===== config.mk =====
export PLATFORM = sky130hd
export DESIGN_NAME = edge_pwm_sat
export DESIGN_NICKNAME = d
export VERILOG_FILES = /design/src/rtl/edge_pwm_pkg.sv /design/src/rtl/pwm_rst_sync.sv /design/src/rtl/pwm_duty_sat.sv /design/src/rtl/pwm_period_cnt.sv /design/src/rtl/pwm_reload_ctl.sv /design/src/rtl/edge_pwm_sat.sv
export SDC_FILE = /design/constraint.sdc
export NUM_CORES = 1
export LEC_CHECK = 0
export BUFFER_PORTS_ARGS = -buffer_cell sky130_fd_sc_hd__buf_2
export CORE_MARGIN = 2
export CORE_UTILIZATION = 45
export CTS_CLUSTER_SIZE = 16
export DETAILED_ROUTE_END_ITERATION = 16
export HOLD_SLACK_MARGIN = 0.15
export PLACE_DENSITY = 0.66
export SLEW_MARGIN = 10
export SYNTH_ARGS = -nofsm -noshare
export SYNTH_HDL_FRONTEND = slang
export SYNTH_SLANG_ARGS = --single-unit
export TNS_END_PERCENT = 10

===== constraint.sdc =====
create_clock -name clk -period 2.3 [get_ports clk]
set_input_delay 0.46 -clock clk [delete_from_list [all_inputs] [get_ports clk]]
set_output_delay 0.46 -clock clk [all_outputs]
set_load 0.02 [all_outputs]

===== src/rtl/edge_pwm_pkg.sv =====
package edge_pwm_pkg;
  // default geometry of the generator
  parameter int unsigned CNT_W_DEF  = 12;
  parameter int unsigned DUTY_W_DEF = 16;
  parameter int unsigned RATE_W_DEF = 2;

  // divider width needed to count up to 2^(2^RATE_W - 1) periods
  function automatic int unsigned div_width(input int unsigned rate_w);
    return (1 << rate_w) - 1;
  endfunction
endpackage


===== src/rtl/pwm_rst_sync.sv =====
module pwm_rst_sync (
  input  logic clk,
  input  logic rst_n,
  output logic rst_sn
);
  logic [1:0] sync_q;

  always_ff @(posedge clk or negedge rst_n) begin
    if (!rst_n) sync_q <= 2'b00;
    else        sync_q <= {sync_q[0], 1'b1};
  end

  assign rst_sn = sync_q[1];
endmodule


===== src/rtl/pwm_duty_sat.sv =====
module pwm_duty_sat #(
  parameter int unsigned CNT_W  = 12,
  parameter int unsigned DUTY_W = 16
) (
  input  logic [DUTY_W-1:0] duty_raw,
  output logic [CNT_W-1:0]  duty_sat
);
  localparam logic [CNT_W-1:0] SAT_MAX = {CNT_W{1'b1}};

  logic neg;
  logic ovf;

  assign neg = duty_raw[DUTY_W-1];

  generate
    if (DUTY_W > CNT_W + 1) begin : g_wide
      assign ovf = |duty_raw[DUTY_W-2:CNT_W];
    end else begin : g_narrow
      assign ovf = 1'b0;
    end
  endgenerate

  always_comb begin
    if (neg)      duty_sat = '0;
    else if (ovf) duty_sat = SAT_MAX;
    else          duty_sat = duty_raw[CNT_W-1:0];
  end
endmodule


===== src/rtl/pwm_period_cnt.sv =====
module pwm_period_cnt #(
  parameter int unsigned CNT_W = 12
) (
  input  logic             clk,
  input  logic             rst_sn,
  input  logic [CNT_W-1:0] act_mod,
  input  logic [CNT_W-1:0] act_duty,
  input  logic             pol,
  output logic [CNT_W-1:0] cnt,
  output logic [CNT_W-1:0] eff_mod,
  output logic             wrap,
  output logic             pwm_out
);
  localparam logic [CNT_W-1:0] ONE = CNT_W'(1);

  logic [CNT_W-1:0] cnt_q;
  logic [CNT_W-1:0] cnt_d;
  logic             active;

  // a zero modulus behaves as a one-cycle period
  assign eff_mod = (act_mod == '0) ? ONE : act_mod;
  assign wrap    = (cnt_q >= eff_mod);

  always_comb begin
    cnt_d = cnt_q + ONE;
    if (wrap) cnt_d = ONE;
  end

  always_ff @(posedge clk or negedge rst_sn) begin
    if (!rst_sn) cnt_q <= ONE;
    else         cnt_q <= cnt_d;
  end

  assign active  = (cnt_q <= act_duty);
  assign pwm_out = active ^ pol;
  assign cnt     = cnt_q;
endmodule


===== src/rtl/pwm_reload_ctl.sv =====
module pwm_reload_ctl #(
  parameter int unsigned RATE_W = 2,
  parameter int unsigned DIV_W  = 3
) (
  input  logic              clk,
  input  logic              rst_sn,
  input  logic              wrap,
  input  logic              ctrl_wr,
  input  logic              ctrl_arm,
  input  logic [RATE_W-1:0] ctrl_rate,
  input  logic              flag_clr,
  output logic              reload_pt,
  output logic              load_now,
  output logic              arm,
  output logic              flag
);
  logic [RATE_W-1:0] rate_q, rate_d;
  logic [DIV_W-1:0]  per_q, per_d;
  logic              arm_q, arm_d;
  logic              flag_q, flag_d;
  logic [DIV_W-1:0]  last_per;

  // index of the last period in a reload group
  assign last_per  = DIV_W'((1 << rate_q) - 1);
  assign reload_pt = wrap && (per_q == last_per);
  assign load_now  = reload_pt && arm_q;

  always_comb begin
    rate_d = rate_q;
    per_d  = per_q;
    arm_d  = arm_q;
    flag_d = flag_q;

    if (wrap) per_d = reload_pt ? '0 : per_q + DIV_W'(1);
    if (reload_pt) arm_d = 1'b0;
    if (ctrl_wr) begin
      rate_d = ctrl_rate;
      per_d  = '0;
      arm_d  = ctrl_arm;
    end

    if (reload_pt)     flag_d = 1'b1;
    else if (flag_clr) flag_d = 1'b0;
  end

  always_ff @(posedge clk or negedge rst_sn) begin
    if (!rst_sn) begin
      rate_q <= '0;
      per_q  <= '0;
      arm_q  <= 1'b0;
      flag_q <= 1'b0;
    end else begin
      rate_q <= rate_d;
      per_q  <= per_d;
      arm_q  <= arm_d;
      flag_q <= flag_d;
    end
  end

  assign arm  = arm_q;
  assign flag = flag_q;
endmodule


===== src/rtl/edge_pwm_sat.sv =====
module edge_pwm_sat
  import edge_pwm_pkg::*;
#(
  parameter int unsigned CNT_W  = CNT_W_DEF,
  parameter int unsigned DUTY_W = DUTY_W_DEF,
  parameter int unsigned RATE_W = RATE_W_DEF
) (
  input  logic              clk,
  input  logic              rst_n,
  input  logic              mod_wr,
  input  logic [CNT_W-1:0]  mod_wdata,
  input  logic              duty_wr,
  input  logic [DUTY_W-1:0] duty_wdata,
  input  logic              ctrl_wr,
  input  logic              ctrl_arm,
  input  logic [RATE_W-1:0] ctrl_rate,
  input  logic              ctrl_pol,
  input  logic              flag_clr,
  output logic              pwm_out,
  output logic              reload_flag
);
  localparam int unsigned DIV_W = div_width(RATE_W);

  logic              rst_sn;
  logic [CNT_W-1:0]  buf_mod_q, buf_mod_d;
  logic [DUTY_W-1:0] buf_duty_q, buf_duty_d;
  logic [CNT_W-1:0]  act_mod_q, act_mod_d;
  logic [CNT_W-1:0]  act_duty_q, act_duty_d;
  logic              pol_q, pol_d;
  logic [CNT_W-1:0]  duty_sat;
  logic [CNT_W-1:0]  cnt;
  logic [CNT_W-1:0]  eff_mod;
  logic              wrap;
  logic              reload_pt;
  logic              load_now;
  logic              arm;

  pwm_rst_sync u_rst (
    .clk    (clk),
    .rst_n  (rst_n),
    .rst_sn (rst_sn)
  );

  pwm_duty_sat #(.CNT_W(CNT_W), .DUTY_W(DUTY_W)) u_sat (
    .duty_raw (buf_duty_q),
    .duty_sat (duty_sat)
  );

  pwm_period_cnt #(.CNT_W(CNT_W)) u_cnt (
    .clk      (clk),
    .rst_sn   (rst_sn),
    .act_mod  (act_mod_q),
    .act_duty (act_duty_q),
    .pol      (pol_q),
    .cnt      (cnt),
    .eff_mod  (eff_mod),
    .wrap     (wrap),
    .pwm_out  (pwm_out)
  );

  pwm_reload_ctl #(.RATE_W(RATE_W), .DIV_W(DIV_W)) u_rld (
    .clk       (clk),
    .rst_sn    (rst_sn),
    .wrap      (wrap),
    .ctrl_wr   (ctrl_wr),
    .ctrl_arm  (ctrl_arm),
    .ctrl_rate (ctrl_rate),
    .flag_clr  (flag_clr),
    .reload_pt (reload_pt),
    .load_now  (load_now),
    .arm       (arm),
    .flag      (reload_flag)
  );

  // shadow, working and polarity next state
  always_comb begin
    buf_mod_d  = buf_mod_q;
    buf_duty_d = buf_duty_q;
    act_mod_d  = act_mod_q;
    act_duty_d = act_duty_q;
    pol_d      = pol_q;
    if (mod_wr)  buf_mod_d  = mod_wdata;
    if (duty_wr) buf_duty_d = duty_wdata;
    if (ctrl_wr) pol_d      = ctrl_pol;
    if (load_now) begin
      act_mod_d  = buf_mod_q;
      act_duty_d = duty_sat;
    end
  end

  always_ff @(posedge clk or negedge rst_sn) begin
    if (!rst_sn) begin
      buf_mod_q  <= '0;
      buf_duty_q <= '0;
      act_mod_q  <= '0;
      act_duty_q <= '0;
      pol_q      <= 1'b0;
    end else begin
      buf_mod_q  <= buf_mod_d;
      buf_duty_q <= buf_duty_d;
      act_mod_q  <= act_mod_d;
      act_duty_q <= act_duty_d;
      pol_q      <= pol_d;
    end
  end
endmodule


==> flow_metrics.env, run 1 <==
export IMPL_cts_root_buffer="clkbuf_8"
export IMPL_routed_via_density=5.16
export IMPL_ys_seq_area_share_pct=50.7
export IMPL_worst_skew_pair_late_latency_ns=0.35
export IMPL_cp_end_kind="output pin"
export IMPL_max_freq_mhz=356
export IMPL_yosysWarnings=0
export IMPL_cts_tree="built"
export IMPL_stdcell_area_mm2=0.00453
export IMPL_ys_top_cells_by_count="dfrtp_1, mux2_2, nor2_1"
export IMPL_postPlaceCellArea_mm2=0.00423
export IMPL_layout_drive_gt1_share_pct=37.9
export IMPL_reg2reg_from="act_mod_q[8]"
export IMPL_avgSynthCellArea_um2=11.9
export IMPL_totalPowerFinal_mw=4.71
export IMPL_leakage_nw=2.21
export IMPL_dp_cells=476
export IMPL_cts_htree_levels=3
export IMPL_num_rows=32
export IMPL_synth_nets=372
export IMPL_skew_ns=0.00917
export IMPL_drtPass1Iterations=4
export IMPL_rsz0062_at_grt="yes"
export IMPL_synth_top_cell_area_share_pct=49.9
export IMPL_hold_violations=0
export IMPL_ant_nets=0
export IMPL_r2r_end="act_mod_q[8]"
export IMPL_start_util_pct=46.8
export IMPL_wirelength_um=7140
export IMPL_grt_start_max_net_pins=35
export IMPL_vdd_ir_drop_max_uv=452
export IMPL_period_minus_slack_ns=2.81
export IMPL_worstSetupPathType="reg -> out"
export IMPL_synth_area_mm2=0.00366
export IMPL_dieArea_mm2=0.00886
export IMPL_drtIter0Drc=128
export IMPL_worst_r2r_cell_count=9
export IMPL_wl_per_cell_um=14.4
export IMPL_worst_pin_slew_ns=0.618
export IMPL_die_y_um=94.2
export IMPL_status="finished, violations left"
export IMPL_power_density_mw_per_mm2=1040
export IMPL_n_antenna_cell=0
export IMPL_cp_required_ns=1.84
export IMPL_fp_dieW_um=94.2
export IMPL_fillers=676
export IMPL_critPathLaunchType="flop"
export IMPL_syn_instance_count=308
export IMPL_overflow=0
export IMPL_cts_buffer_depth=2
export IMPL_setup_viol=13
export IMPL_synth_distinct_cells=48
export IMPL_hold_class="reg -> async"
export IMPL_ys_flop_type="dfrtp_1"
export IMPL_synth_edf_count=0
export IMPL_final_cells=495
export IMPL_path_clk_slew_ns=0.08
export IMPL_fin_crit_sh_pct=122
export IMPL_finalMaxSlewViolations=0
export IMPL_async_flop_share_pct=100
export IMPL_core_area_mm2=0.00781
export IMPL_dp_slack_ns=-0.173
export IMPL_gp_congestion=0.774
export IMPL_grt_pass1_vias=2684
export IMPL_vias=2554
export IMPL_setup_ws_ns=-0.511
export IMPL_crit_arrival_ns=2.35
export IMPL_synth_top_cell_by_area="dfrtp_1"
export IMPL_post_dp_hpwl_um=5210
export IMPL_ys_ff_latch=74
export IMPL_grt_usage_pct=17.8
export IMPL_numCtsBuffers=9
export IMPL_portBuffers=39
export IMPL_critPathMaxFanout=2
export IMPL_violations="setup timing"
export IMPL_grt_antenna_before_repair=0
export IMPL_relSlewSlack_pct=58.5
export IMPL_syn_to_final_growth_pct=23.7
export IMPL_synth_most_common_cell="dfrtp_1"
export IMPL_maxCapViolCount=0
export IMPL_drc=0
export IMPL_clock_sinks=74
export IMPL_ioPinCount=40
export IMPL_nets=452
export IMPL_r2r_setup_slack_ns=-0.12
export IMPL_synthTopCellsByArea="dfrtp_1, mux2_2, ha_1"
export IMPL_grt_first_pass_wirelength_um=12200
## registers in the layout (all words and copies together), names as in the netlist
name and cells:
act_duty_q 12, pol_q 1, buf_mod_q 12, buf_duty_q 16, u_rld.per_q 3, act_mod_q 12, u_cnt.cnt 12, u_rld.rate_q 2
u_rld.arm 1, u_rld.flag 1, u_rst.sync_q 2
## cell usage in the layout (no fill, tap or decap), types with 10 or more instances in the layout
master     count
buf_2         38
buf_4         37
clkbuf_8      10
dfrtp_1       72
ha_1          25
inv_1         26
mux2_2        30
mux2_4        12
nand2_1       12
nor2_1        30
o2bb2ai_1     12
## report_power, final
part           switching (mW)  leakage, nW  internal [mW]  total, mW
Combinational           0.773         1.18          0.950       1.72
Sequential              0.213        0.920           1.62       1.83
Clock                   0.506        0.110          0.647       1.15
Total                    1.49         2.21           3.22       4.71
## critical path, cell delays in order, from the launching register on
cell and delay, ns:
dfrtp_1 0.40, ha_1 0.32, nor2b_1 0.13, o211ai_1 0.18, a211oi_1 0.09, o41ai_1 0.38
buf_4 0.18, xor2_1 0.15, buf_4 0.16
## kinds of logic (layout without fill, tap and decap cells)
kind of cell,Yosys count,count (layout),synth area share [%]
DFF,74,74,50.7
and+or+nand+nor,74,74,10.1
AOI/OAI and AO/OA,43,43,8.90
muxes,43,43,13.9
buffers and inverters,35,120,4.55
adders and majority gates,26,26,8.89
xor gates and xnor gates,12,12,2.87
other,1,1,0.103
## repair_timing
item | 4_1_cts | 5_1_grt
gates resized for setup | 8 | 4
endpoints found under the hold margin | 2 | 0
setup endpoints to repair | 23 | 28
setup buffers | 0 | 2
hold buffers | 1 | 0
pin swaps | 5 | 7
cloned | 0 | 0
## per-layer routing
metal / share of wire (%) / vias up / track usage (%)
met2: 48 / 40 / 29.3
met5: 0 / - / 0
met1: 47 / 1263 / 23.0
li1: - / 1242 / -
met4: 2.1 / 0 / 8.45
met3: 2.4 / 9 / 2.65
## worst max-delay path by stage
stage,startpoint,endpoint,slack (ns),cells after the start
floorplan,act_mod_q[9],act_mod_q[10],-0.03,9
global placement,act_mod_q[9],act_mod_q[1],-0.12,9
detailed placement,act_mod_q[9],act_mod_q[11],-0.17,9
CTS,act_duty_q[1],pwm_out,-0.52,9
global route,u_cnt.cnt[1],pwm_out,-0.59,8
finish,u_cnt.cnt[1],pwm_out,-0.51,8
## through the flow
| stage | hold slack [ns] | setup TNS, ns | utilization (%) |
|---|---|---|---|
| 2_1_floorplan | 0.164 | -0.197 | - |
| 3_5_place_dp | 0.248 | -2.02 | 54.1 |
| 4_1_cts | 0.305 | -1.75 | 57.5 |
| 6_report | 0.285 | -1.92 | 58.0 |
| 5_1_grt | 0.313 | -3.63 | 58.0 |
| 3_3_place_gp | 0.245 | -1.32 | 54.1 |
## layout make-up
class	instances	area, um2	share of cell area [%]
clock inverters	5	85.1	1.88
flip-flops and latches	74	1850	41.0
multi-input cells	199	1700	37.6
clock buffers	11	141	3.12
repair buffers	78	518	11.4
inverters	26	97.6	2.16
well taps	102	128	2.82
Power figures use the tool's default switching activity.
==> inputs of run 2 (changes only) <==
==> constraint.sdc (replaced) <==
create_clock -name clk -period 2.35 [get_ports clk]
set_input_delay 0.47 -clock clk [delete_from_list [all_inputs] [get_ports clk]]
set_output_delay 0.47 -clock clk [all_outputs]
set_load 0.02 [all_outputs]
==> run 2 against run 1 <==
  * The flow still finishes with violations (setup timing)
  * Via count fell by 3.1%
  * Routed wire length fell by 6.0%
  * Critical path depth did not move
  * Utilization fell by 1.8 points
  * Count of clock-buffer cells in the layout fell by 1
  * Combinational power fell by 12%
  * Register-to-register slack improved by 0.04 ns
  * Sequential power barely moved
  * Global-route usage fell by 0.55 points
  * Setup slack improved by 0.18 ns
  * Non-clock buffer count fell by 18
  * Sequential share of layout area rose by 1.3 points
  * Highest routed layer unchanged
==> flow_metrics.env, run 2 (synthesized netlist as in run 1, its figures left out) <==
export IMPL_n_antenna_cell=0
export IMPL_grt_pass1_vias=2559
export IMPL_skew_ns=0.0103
export IMPL_numCtsBuffers=9
export IMPL_dp_slack_ns=-0.122
export IMPL_drtPass1Iterations=4
export IMPL_gr_usage_met1_pct=22.8
export IMPL_gr_usage_met3_pct=3.45
export IMPL_setup_ws_ns=-0.326
export IMPL_path_clk_slew_ns=0.08
export IMPL_grt_busiest_layer="met2"
export IMPL_leakage_nw=2.11
export IMPL_clock_sinks=74
export IMPL_die_y_um=94.2
export IMPL_dieArea_mm2=0.00886
export IMPL_fp_dieW_um=94.2
export IMPL_mostFrequentLayoutCell="dfrtp_1"
export IMPL_slowest_delay_ns=0.37
export IMPL_relSlewSlack_pct=58.2
export IMPL_hold_class="reg -> async"
export IMPL_worstSetupPathType="reg -> out"
export IMPL_largest_reg_flops=16
export IMPL_ioPinCount=40
export IMPL_critPathLaunchType="flop"
export IMPL_period_minus_slack_ns=2.68
export IMPL_cts_htree_levels=3
export IMPL_grt_start_max_net_pins=48
export IMPL_wirelength_um=6710
export IMPL_status="finished, violations left"
export IMPL_cts_tree="built"
export IMPL_finalMaxSlewViolations=0
export IMPL_final_cell_mix="dfrtp_1, buf_2, mux2_2"
export IMPL_setup_viol=13
export IMPL_vdd_ir_drop_max_uv=362
export IMPL_crit_slowest_cell="o41ai_2"
export IMPL_cp_end_kind="output pin"
export IMPL_final_core_util_pct=56.2
export IMPL_num_rows=32
export IMPL_crit_arrival_ns=2.21
export IMPL_syn_to_final_growth_pct=19.9
export IMPL_overflow=0
export IMPL_fillers=685
export IMPL_maxCapViolCount=0
export IMPL_grt_antenna_before_repair=0
export IMPL_drc=0
export IMPL_power_density_mw_per_mm2=981
export IMPL_max_freq_mhz=374
export IMPL_layout_drive_gt1_share_pct=34.9
export IMPL_cts_root_buffer="clkbuf_8"
export IMPL_stdcell_area_mm2=0.00438
export IMPL_critPathMaxFanout=2
export IMPL_ant_nets=0
export IMPL_grt_first_pass_wirelength_um=11600
export IMPL_met2_usage_pct=26.9
export IMPL_cp_required_ns=1.88
export IMPL_portBuffers=39
export IMPL_worst_pin_slew_ns=0.622
export IMPL_vias=2476
export IMPL_gp_congestion=0.794
export IMPL_rsz0062_at_grt="yes"
export IMPL_wl_per_cell_um=14.1
export IMPL_hold_ws_ns=0.277
export IMPL_post_dp_hpwl_um=5040
export IMPL_routed_via_density=5.19
export IMPL_top_register="buf_duty_q"
export IMPL_hold_violations=0
export IMPL_violations="setup timing"
export IMPL_critical_path_cell_chain="inv_1, ha_1, nor2b_1, o211ai_1, a211oi_1, o41ai_2, xor2_1, buf_4"
export IMPL_start_util_pct=46.8
export IMPL_setup_tns_ns=-1.09
export IMPL_grt_usage_pct=17.2
export IMPL_final_cells=477
export IMPL_cts_setup_buffers=0
export IMPL_nets=434
export IMPL_fin_crit_sh_pct=114
export IMPL_dp_cells=460
export IMPL_worst_skew_pair_late_latency_ns=0.35
export IMPL_cts_buffer_depth=2
export IMPL_postPlaceCellArea_mm2=0.00409
export IMPL_totalPowerFinal_mw=4.30
export IMPL_core_area_mm2=0.00781
export IMPL_drtIter0Drc=91
run 2: cell type report:
cell class	instances	area, um2	share of cell area [%]
clock buffer	10	128	2.91
sequential	74	1850	42.3
timing repair buffer	60	390	8.90
inverter	26	97.6	2.23
tap	102	128	2.91
multi-input combinational	199	1720	39.2
clock inverter	6	67.6	1.54
run 2: worst max-delay path, delay by kind of cell, from the launching register on:
kind	cells	cell delay, ns
AOI/OAI and AO/OA	3	0.66
buffers and inverters	2	0.21
DFF	1	0.34
adders and majority gates	1	0.30
xor gates and xnor gates	1	0.21
and+or+nand+nor	1	0.13
run 2: layer usage:
| metal | wire length [um] | up-vias |
|---|---|---|
| met5 | 0 | - |
| met4 | 135 | 0 |
| met3 | 163 | 10 |
| met2 | 3230 | 34 |
| met1 | 3180 | 1215 |
| li1 | - | 1217 |
run 2: final timing paths:
path                       slack (ns)            start  cells after the start             end
setup / recovery                -0.33    act_duty_q[1]                      8         pwm_out
hold / removal                   0.28  u_rst.sync_q[1]                      0  buf_duty_q[12]
setup reg to reg                -0.08     act_mod_q[9]                      9    act_mod_q[8]
hold reg to reg                  0.28  u_rst.sync_q[1]                      0  buf_duty_q[12]
max in group asynchronous        1.38  u_rst.sync_q[1]                      1    u_cnt.cnt[0]
min in group clk                 0.31         flag_clr                      2      u_rld.flag
run 2: repair_timing:
item,CTS,global route
hold endpoints to repair,2,0
pin swaps,0,3
resized for setup,11,5
hold buffers,1,0
setup endpoints to repair,28,41
run 2: power breakdown:
part	total, mW	internal (mW)	switching (mW)	leakage (nW)
clock	0.970	0.492	0.478	0.0925
sequential	1.82	1.59	0.229	0.920
combinational	1.52	0.809	0.708	1.10
==> inputs of run 3 (changes only) <==
--- a/config.mk
+++ b/config.mk
@@ -12,6 +12,7 @@
 export DETAILED_ROUTE_END_ITERATION = 16
 export HOLD_SLACK_MARGIN = 0.15
 export PLACE_DENSITY = 0.66
+export REMOVE_ABC_BUFFERS = 1
 export SLEW_MARGIN = 10
 export SYNTH_ARGS = -nofsm -noshare
 export SYNTH_HDL_FRONTEND = slang
==> run 3 against run 2 <==
  * The flow still finishes with violations (setup timing)
  * Critical path type unchanged
  * Highest routed layer unchanged
  * Largest cell class unchanged
  * Critical path depth shrank 1
  * Global-route usage grew 0.30 points
  * Cell area grew 2.7%
==> flow_metrics.env, run 3 (synthesized netlist as in run 1, its figures left out) <==
export IMPL_dieArea_mm2=0.00886
export IMPL_core_area_mm2=0.00781
export IMPL_routed_via_density=5.16
export IMPL_grt_first_pass_wirelength_um=12100
export IMPL_vias=2493
export IMPL_worstSetupPathType="reg -> out"
export IMPL_clock_sinks=74
export IMPL_critPathMaxFanout=3
export IMPL_power_density_mw_per_mm2=1010
export IMPL_cts_buffer_depth=2
export IMPL_vdd_ir_drop_max_uv=409
export IMPL_overflow=0
export IMPL_worst_pin_slew_ns=0.675
export IMPL_stdcell_area_mm2=0.00450
export IMPL_hold_class="reg -> async"
export IMPL_totalPowerFinal_mw=4.54
export IMPL_maxCapViolCount=0
export IMPL_rsz0062_at_grt="yes"
export IMPL_setup_viol=14
export IMPL_swShare_pct=31.8
export IMPL_p_int_mw=3.10
export IMPL_setup_ws_ns=-0.348
export IMPL_hold_violations=0
export IMPL_grt_usage_pct=17.5
export IMPL_mostFrequentLayoutCell="dfrtp_1"
export IMPL_relSlewSlack_pct=54.7
export IMPL_fp_dieW_um=94.2
export IMPL_wl_per_cell_um=14.2
export IMPL_die_y_um=94.2
export IMPL_num_rows=32
export IMPL_power_switching_mw=1.45
export IMPL_drc=0
export IMPL_dp_cells=463
export IMPL_largest_reg_flops=16
export IMPL_p_seq_share_pct=39.8
export IMPL_cts_tree="built"
export IMPL_syn_to_final_growth_pct=23.1
export IMPL_n_antenna_cell=0
export IMPL_wirelength_um=6880
export IMPL_fin_crit_sh_pct=115
export IMPL_start_util_pct=46.8
export IMPL_critPathLaunchType="flop"
export IMPL_portBuffers=39
export IMPL_leakage_nw=2.17
export IMPL_regArea_mm2=0.00186
export IMPL_clkPwrFrac_pct=23.8
export IMPL_period_minus_slack_ns=2.70
export IMPL_numCtsBuffers=9
export IMPL_worst_skew_pair_late_latency_ns=0.35
export IMPL_cp_end_kind="output pin"
export IMPL_drtPass1Iterations=4
export IMPL_postPlaceCellArea_mm2=0.00411
export IMPL_status="finished, violations left"
export IMPL_finalMaxSlewViolations=0
export IMPL_final_cell_mix="dfrtp_1, buf_2, mux2_2"
export IMPL_skew_ns=0.00836
export IMPL_ant_nets=0
export IMPL_final_core_util_pct=57.7
export IMPL_gp_congestion=0.784
export IMPL_grt_antenna_before_repair=0
export IMPL_ioPinCount=40
export IMPL_top_register="buf_duty_q"
export IMPL_power_share_combinational_pct=36.4
export IMPL_cts_root_buffer="clkbuf_8"
export IMPL_grt_start_max_net_pins=47
export IMPL_nets=441
export IMPL_fillers=680
export IMPL_grt_pass1_vias=2585
export IMPL_post_dp_hpwl_um=4950
export IMPL_multi_input_area_mm2=0.00174
export IMPL_drtIter0Drc=76
export IMPL_violations="setup timing"
export IMPL_layout_drive_gt1_share_pct=38.3
export IMPL_cp_required_ns=1.88
export IMPL_max_freq_mhz=371
export IMPL_path_clk_slew_ns=0.08
export IMPL_cts_htree_levels=3
export IMPL_final_cells=483
export IMPL_crit_arrival_ns=2.23
==> run 3: cell count changes in the layout (fill, tap and decap cells not counted), moves of 2 or more <==
cell | previous run | this run
nor2_1 | 29 | 26
nor2_2 | 1 | 4
o21ai_0 | 6 | 4
o21ai_1 | 1 | 3
buf_6 | 2 | 4
clkinvlp_4 | 2 | 0
buf_4 | 17 | 21
==> run 3: cell type report <==
| class | count | area share (%) |
|---|---|---|
| flip-flops and latches | 74 | 41.2 |
| multi-input cells | 199 | 38.6 |
| repair buffers | 67 | 10.4 |
| clock buffers | 10 | 3.06 |
| well taps | 102 | 2.83 |
| inverters | 26 | 2.17 |
| clock inverters | 5 | 1.75 |
==> run 3: power groups by stage <==
stage	combinational (mW)	sequential (mW)	clock, mW
floorplan	0.934	1.80	0
global placement	1.41	1.80	0
detailed placement	1.46	1.81	0
CTS	1.58	1.80	1.11
global route	1.87	1.86	1.15
finish	1.65	1.81	1.08
==> run 3: what timing repair did <==
item | 4_1_cts | 5_1_grt
endpoints found under the hold margin | 2 | 0
pin swaps | 6 | 10
hold buffers | 1 | 0
buffers inserted | 1 | 2
gates resized for setup | 16 | 15
setup endpoints to repair | 42 | 40
gates cloned | 1 | 0
==> run 3: critical path, stage by stage, from the launching register on <==
cell	delay, ns
dfrtp_1	0.44
ha_1	0.32
nand4_1	0.15
or3_1	0.42
o41ai_2	0.08
buf_4	0.17
xor2_1	0.14
buf_4	0.16
==> run 3: worst paths after layout <==
| check | startpoint | end | slack [ns] | cells after the start |
|---|---|---|---|---|
| min in group clk | flag_clr | u_rld.flag | 0.32 | 2 |
| worst max register to register | act_mod_q[8] | act_mod_q[4] | -0.20 | 9 |
| worst max-delay path | u_cnt.cnt[11] | pwm_out | -0.35 | 7 |
| worst min-delay path | u_rst.sync_q[1] | act_duty_q[6] | 0.28 | 0 |
| max in group asynchronous | u_rst.sync_q[1] | u_cnt.cnt[0] | 1.38 | 1 |
| worst min register to register | u_rst.sync_q[1] | act_duty_q[6] | 0.28 | 0 |
==> run 3: metal layers <==
| metal | GRT usage (%) | wire, um | share of wire [%] | vias up |
|---|---|---|---|---|
| met4 | 6.16 | 85 | 1.2 | 0 |
| met2 | 28.3 | 3330 | 48 | 46 |
| li1 | - | - | - | 1222 |
| met5 | 0 | 0 | 0 | - |
| met1 | 23.5 | 3260 | 47 | 1218 |
| met3 | 3.61 | 211 | 3.1 | 7 |
==> run 3: through the flow <==
stage / hold slack, ns / setup TNS [ns] / setup WS, ns
2_1_floorplan: 0.174 / -2.80 / -0.242
3_3_place_gp: 0.256 / -4.80 / -0.172
3_5_place_dp: 0.259 / -7.32 / -0.247
4_1_cts: 0.304 / -2.21 / -0.475
5_1_grt: 0.330 / -4.60 / -0.491
6_report: 0.277 / -2.53 / -0.348
